$ cat src/rtl/rs_pkg.sv
package rs_pkg;
    typedef enum logic [1:0] {
        ST_IDLE   = 2'd0,
        ST_STACK  = 2'd1,
        ST_SHADOW = 2'd2,
        ST_FINISH = 2'd3
    } snap_state_t;
endpackage

$ cat src/rtl/rs_stack_ram.sv
module rs_stack_ram #(
    parameter int DEPTH = 16,
    parameter int PW    = 8,
    localparam int AW   = $clog2(DEPTH)
) (
    input  logic          clk,
    input  logic          we,
    input  logic [AW-1:0] waddr,
    input  logic [PW-1:0] wdata,
    input  logic [AW-1:0] a_addr,
    output logic [PW-1:0] a_data,
    input  logic [AW-1:0] b_addr,
    output logic [PW-1:0] b_data
);
    logic [PW-1:0] mem [DEPTH];

    always_ff @(posedge clk) begin
        if (we) mem[waddr] <= wdata;
    end

    // port A serves the mutator, port B the snapshot scan
    assign a_data = mem[a_addr];
    assign b_data = mem[b_addr];
endmodule

$ cat src/rtl/rs_stack_ctl.sv
module rs_stack_ctl #(
    parameter int DEPTH = 16,
    localparam int AW   = $clog2(DEPTH),
    localparam int CW   = $clog2(DEPTH + 1)
) (
    input  logic          clk,
    input  logic          rst_n,
    input  logic          push,
    input  logic          pop,
    output logic          we,
    output logic [AW-1:0] waddr,
    output logic [AW-1:0] top_addr,
    output logic [CW-1:0] cnt,
    output logic [CW-1:0] next_cnt
);
    logic do_push, do_pop;

    assign do_pop   = pop && (cnt != '0);
    assign do_push  = push && !pop && (cnt != CW'(DEPTH));
    assign next_cnt = cnt + CW'(do_push) - CW'(do_pop);
    assign we       = do_push;
    assign waddr    = cnt[AW-1:0];
    assign top_addr = AW'(cnt - CW'(1));

    always_ff @(posedge clk) begin
        if (!rst_n) cnt <= '0;
        else        cnt <= next_cnt;
    end
endmodule

$ cat src/rtl/rs_reg_bank.sv
module rs_reg_bank #(
    parameter int NREG = 2,
    parameter int PW   = 8,
    localparam int SW  = (NREG > 1) ? $clog2(NREG) : 1
) (
    input  logic               clk,
    input  logic               rst_n,
    input  logic               wr_en,
    input  logic [SW-1:0]      wr_sel,
    input  logic [PW-1:0]      wr_data,
    input  logic               cap,
    input  logic [SW-1:0]      rd_sel,
    output logic [PW-1:0]      rd_data,
    input  logic [SW-1:0]      emit_sel,
    input  logic               emit_live,
    output logic [PW-1:0]      emit_data,
    output logic [NREG*PW-1:0] live_flat,
    output logic [NREG*PW-1:0] shadow_flat
);
    logic [PW-1:0] live_r   [NREG];
    logic [PW-1:0] shadow_r [NREG];

    for (genvar g = 0; g < NREG; g++) begin : g_reg
        always_ff @(posedge clk) begin
            if (!rst_n) begin
                live_r[g]   <= '0;
                shadow_r[g] <= '0;
            end else begin
                if (wr_en && wr_sel == SW'(g)) live_r[g] <= wr_data;
                // shadow takes the value held before any same-cycle write
                if (cap) shadow_r[g] <= live_r[g];
            end
        end
        assign live_flat[g*PW +: PW]   = live_r[g];
        assign shadow_flat[g*PW +: PW] = shadow_r[g];
    end

    always_comb begin
        rd_data   = '0;
        emit_data = '0;
        for (int i = 0; i < NREG; i++) begin
            if (rd_sel == SW'(i))   rd_data   = live_r[i];
            if (emit_sel == SW'(i)) emit_data = emit_live ? live_r[i] : shadow_r[i];
        end
    end
endmodule

$ cat src/rtl/root_snap_engine.sv
module root_snap_engine
    import rs_pkg::*;
#(
    parameter int DEPTH = 16,
    parameter int PW    = 8,
    parameter int NREG  = 2,
    localparam int AW   = $clog2(DEPTH),
    localparam int CW   = $clog2(DEPTH + 1),
    localparam int SW   = (NREG > 1) ? $clog2(NREG) : 1
) (
    input  logic          clk,
    input  logic          rst_n,
    input  logic          start_i,
    input  logic          push_i,
    input  logic [PW-1:0] push_data_i,
    input  logic          pop_i,
    output logic [PW-1:0] pop_data_o,
    output logic [CW-1:0] stack_cnt_o,
    input  logic          reg_wr_i,
    input  logic [SW-1:0] reg_wr_sel_i,
    input  logic [PW-1:0] reg_wr_data_i,
    input  logic [SW-1:0] reg_rd_sel_i,
    output logic [PW-1:0] reg_rd_data_o,
    output logic [PW-1:0] root_o,
    output logic          root_vld_o,
    output logic          done_o
);
    snap_state_t state_q, state_d;

    logic          we;
    logic [AW-1:0] waddr, top_addr;
    logic [CW-1:0] cnt, next_cnt;
    logic [PW-1:0] a_data, b_data, emit_data;
    logic [AW-1:0] scan_q;
    logic [SW-1:0] idx_q;
    logic          cap_q;
    logic          accept;
    logic [NREG*PW-1:0] live_flat, shadow_flat;

    rs_stack_ctl #(.DEPTH(DEPTH)) u_ctl (
        .clk(clk), .rst_n(rst_n), .push(push_i), .pop(pop_i),
        .we(we), .waddr(waddr), .top_addr(top_addr),
        .cnt(cnt), .next_cnt(next_cnt)
    );

    rs_stack_ram #(.DEPTH(DEPTH), .PW(PW)) u_ram (
        .clk(clk), .we(we), .waddr(waddr), .wdata(push_data_i),
        .a_addr(top_addr), .a_data(a_data),
        .b_addr(scan_q), .b_data(b_data)
    );

    rs_reg_bank #(.NREG(NREG), .PW(PW)) u_regs (
        .clk(clk), .rst_n(rst_n),
        .wr_en(reg_wr_i), .wr_sel(reg_wr_sel_i), .wr_data(reg_wr_data_i),
        .cap(cap_q), .rd_sel(reg_rd_sel_i), .rd_data(reg_rd_data_o),
        .emit_sel(idx_q), .emit_live(cap_q), .emit_data(emit_data),
        .live_flat(live_flat), .shadow_flat(shadow_flat)
    );

    assign pop_data_o  = (cnt != '0) ? a_data : '0;
    assign stack_cnt_o = cnt;
    assign accept      = (state_q == ST_IDLE) && start_i;
    assign done_o      = (state_q == ST_FINISH);

    // next-state logic
    always_comb begin
        state_d = state_q;
        unique case (state_q)
            ST_IDLE:   if (start_i) state_d = (next_cnt != '0) ? ST_STACK : ST_SHADOW;
            ST_STACK:  if (scan_q == '0) state_d = ST_SHADOW;
            ST_SHADOW: if (idx_q == SW'(NREG - 1)) state_d = ST_FINISH;
            ST_FINISH: state_d = ST_IDLE;
        endcase
    end

    // state register
    always_ff @(posedge clk) begin
        if (!rst_n) state_q <= ST_IDLE;
        else        state_q <= state_d;
    end

    // scan pointer, register index and root output
    always_ff @(posedge clk) begin
        if (!rst_n) begin
            scan_q     <= '0;
            idx_q      <= '0;
            cap_q      <= 1'b0;
            root_o     <= '0;
            root_vld_o <= 1'b0;
        end else begin
            cap_q      <= accept;
            root_vld_o <= 1'b0;
            unique case (state_q)
                ST_IDLE: begin
                    if (start_i) begin
                        scan_q <= AW'(next_cnt - CW'(1));
                        idx_q  <= '0;
                    end
                end
                ST_STACK: begin
                    root_o     <= b_data;
                    root_vld_o <= (b_data != '0);
                    scan_q     <= scan_q - AW'(1);
                end
                ST_SHADOW: begin
                    root_o     <= emit_data;
                    root_vld_o <= (emit_data != '0);
                    idx_q      <= idx_q + SW'(1);
                end
                ST_FINISH: ;
            endcase
        end
    end
endmodule

$ cat config.mk
export PLATFORM = sky130hd
export DESIGN_NAME = root_snap_engine
export DESIGN_NICKNAME = d
export VERILOG_FILES = /design/src/rtl/rs_pkg.sv /design/src/rtl/rs_stack_ram.sv /design/src/rtl/rs_stack_ctl.sv /design/src/rtl/rs_reg_bank.sv /design/src/rtl/root_snap_engine.sv
export SDC_FILE = /design/constraint.sdc
export NUM_CORES = 1
export LEC_CHECK = 0
export BUFFER_PORTS_ARGS = -buffer_cell sky130_fd_sc_hd__buf_2
export CAP_MARGIN = 0
export CORE_MARGIN = 4
export CORE_UTILIZATION = 45
export DETAILED_ROUTE_END_ITERATION = 10
export PLACE_DENSITY = 0.7
export SLEW_MARGIN = 30
export SYNTH_ARGS = -nofsm -noshare
export SYNTH_HDL_FRONTEND = slang
export SYNTH_SLANG_ARGS = --single-unit
$ cat constraint.sdc
create_clock -name clk -period 5 [get_ports clk]
set_input_delay 0.5 -clock clk [delete_from_list [all_inputs] [get_ports clk]]
set_output_delay 0.5 -clock clk [all_outputs]
set_load 0.02 [all_outputs]
==> summary.md <==
| Metric | Value |
|---|---|
| Status | `complete, no violations` |
| Starting density of the core | `45.8%` |
| Finished Layout Cells | `879` |
| Final slew viol count | `0` |
| Tot Pwr | `6.08 mW` |
| Most common cell in the synthesized netlist | `edfxtp_1` |
| Worst reg2reg path depth | `14` |
| Port Buffers | `54` |
| Startpoint class of the critical path | `flop` |
| Area growth, synth to finish | `12.3%` |
| Max-cap viol count | `0` |
| Synth Area per Inst | `16.0 µm²` |
| Number of DRC markers in iteration 0 | `425` |
| Sink Count | `186` |
| Reg2Reg Launch Point | `u_ctl.cnt[1]$_SDFF_PN0_` |
| CTS tree | `built` |
| Final Critical Period | `4010 ps` |
| EDFF count, synth | `160` |
| Ys async rst share | `0%` |
| Boundary pin count | `55` |
| Crit Path Category | `reg2reg` |
| Sequential share of the synthesized area | `59.7%` |
| Largest net degree at the start of global routing | `38` |
| Reg2reg setup slack | `990 ps` |
| Most area-consuming cells after synthesis | `edfxtp_1, mux4_2, dfxtp_1` |
| Setup TNS | `0 ps` |
| GRT overflow | `0` |
| Synth cell types | `46` |
| H-tree Lvls | `4` |
| Worst EP arrival | `4380 ps` |
| Total inserted antenna cells | `0` |
| Setup Fix Bufs, Post-CTS | `0` |
| WL final | `20300 µm` |
| Via count | `5285` |
| DP HPWL | `14000 µm` |
| WHS Endpoint | `cap_q$_SDFF_PN0_` |
| Fmax achieved | `0.249 GHz` |
| Setup-failing EPs final | `0` |
| Placed insts | `847` |
| Share of layout cells above drive strength 1 | `27.7%` |
| Die area | `0.0221 mm²` |
| Layout fillers | `1600` |
| Antenna violations before repair | `0` |
| WHS Path Cells | `2` |
| Drt first pass iters | `5` |
| DRC viols | `0` |
| Crit end category | `flop` |
| Final Util | `51.5%` |
| Row Count | `51` |
| CTS Buf Count | `17` |
| Cell Pwr Density | `607 mW/mm²` |
| Leak Pwr | `3.53 nW` |
| Mapped cell area | `0.00892 mm²` |
| Synth top cells by count | `edfxtp_1, mux4_2, nand2_1, and3_1, dfxtp_1` |
| Worst Hold Class | `in2reg` |
| Clk Latency, worst-skew pair | `430 ps` |
| Vias in the first global route | `5360` |
| Post_cts resized | `0` |
| Ys Warns | `0` |
| R2R Path End | `scan_q[3]$_SDFFE_PN0P_` |
| Peak fanout along the critical path | `9` |
| Global-route wire length before repair | `31600 µm` |
| Synthesized flop and latch total | `186` |
| Area leader, netlist | `edfxtp_1` |
| Avg WL per Cell | `23.1 µm` |
| Clock slew at reported path FFs | `70 ps` |
| Die Width | `149 µm` |
| CTS hold repair buffers | `0` |
| Critical path data required time | `5360 ps` |
| Hold wc startpoint | `start_i` |
| GPL Wtd Cong | `0.889` |
| Core box area | `0.0195 mm²` |
| Worst Tran Pin Value | `898 ps` |
| Die Ht | `149 µm` |
| DR vias/cell | `6.01` |
| Final hold viol count | `0` |
| Layout net count | `646` |
| Gr usage total | `19.1%` |
| Final Cycle Share | `80.2%` |
| Synth top area share | `53.8%` |
| Clk root buf | `clkbuf_16` |
| Most used DFF post-synth | `edfxtp_1` |
| Max rail drop VDD | `320 µV` |
| RSZ-0062 raised after global routing | `no` |
| Synth Net Count | `602` |
| Max clock buf depth | `2` |
| Worst Clk Skew | `8.80 ps` |
| Post-route ant nets | `0` |
| Slew HR | `40.0%` |
| Mapped Cells | `557` |
==> cells in the final DEF, fill, tap and decap left out, types with 9 or more instances in the layout <==
master and instances:
mux4_2 65, a21oi_1 9, nand2_1 35, dfxtp_1 24
and2_1 19, and3_1 32, edfxtp_1 160, clkbuf_16 17
nor2_1 19, a211oi_1 17, inv_1 15, ha_1 20
a22oi_1 16, nor2b_1 13, buf_2 54, mux2i_1 10
==> worst max-delay path, cell delays in order (launching register included) <==
cell       delay (ps)
dfxtp_1           380
inv_1             180
ha_1              290
nand2_1           140
nor2_1            610
nor2b_1           110
ha_1              290
inv_1              60
ha_1              160
inv_1              60
fa_1              420
xnor2_1           380
o2111ai_1         190
a2111oi_0         450
o31a_1            210
==> layout make-up <==
type	instances	area, µm²	share of cell area (%)
tap	265	332	3.31
multi-input combinational	320	3380	33.8
clock inverter	15	173	1.72
timing repair buffer	60	315	3.15
sequential	186	5330	53.2
inverter	16	60.1	0.599
clock buffer	17	425	4.25
==> report_power, final <==
group | internal, mW | total (mW) | leakage (nW) | switching [mW]
sequential | 1.84 | 2.00 | 1.70 | 0.168
clock | 0.717 | 1.35 | 0.289 | 0.635
combinational | 1.14 | 2.73 | 1.55 | 1.59
==> how the worst max path moves through the flow <==
stage	startpoint	endpoint	cells after the start
2_1_floorplan	u_ctl.cnt[0]$_SDFF_PN0_	flop	18
3_3_place_gp	u_ctl.cnt[1]$_SDFF_PN0_	flop	14
3_5_place_dp	u_ctl.cnt[1]$_SDFF_PN0_	scan_q[3]$_SDFFE_PN0P_	15
4_1_cts	u_ctl.cnt[1]$_SDFF_PN0_	scan_q[3]$_SDFFE_PN0P_	14
5_1_grt	u_ctl.cnt[1]$_SDFF_PN0_	scan_q[3]$_SDFFE_PN0P_	14
6_report	u_ctl.cnt[1]$_SDFF_PN0_	scan_q[3]$_SDFFE_PN0P_	14
==> flip-flops by register name (all words and copies together), names as in the netlist, named ones only <==
| register | count |
|---|---|
| cap_q | 1 |
| idx_q | 1 |
| root_o | 8 |
| root_vld_o | 1 |
| scan_q | 4 |
| state_q | 2 |
| u_ctl.cnt | 5 |
| u_ram.mem | 128 |
| u_regs.live_r | 16 |
| u_regs.shadow_r | 16 |
==> cells by family (layout without fill, tap and decap cells) <==
kind of cell               count (synthesis)  count (layout)  synth area share [%]
buffers and inverters                     51             108                  2.61
DFF                                      186             186                  59.7
adders and majority gates                 21              21                  3.03
xor gates and xnor gates                   6               6                 0.589
and+or+nand+nor                          134             134                  7.92
AOI/OAI and AO/OA                         69              69                  5.57
muxes                                     90              90                  20.6
==> through the flow <==
step                      instance area (µm²)  setup slack (ps)  hold slack [ps]
final                                   10000               988              335
after global routing                    10000               530              334
after CTS                               10000              1020              313
after detailed placement                 9420              1030              484
after global placement                   9410              1340              484
after floorplan                          8920               796              454
==> per-layer routing <==
| layer | track usage (%) | part of all wire, % | vias up |
|---|---|---|---|
| met5 | 0 | 0 | - |
| met4 | 5.68 | 2.0 | 0 |
| met3 | 4.65 | 7.1 | 29 |
| met2 | 30.9 | 49 | 214 |
| met1 | 26.1 | 42 | 2709 |
| li1 | - | - | 2333 |
Power figures use the tool's default switching activity.
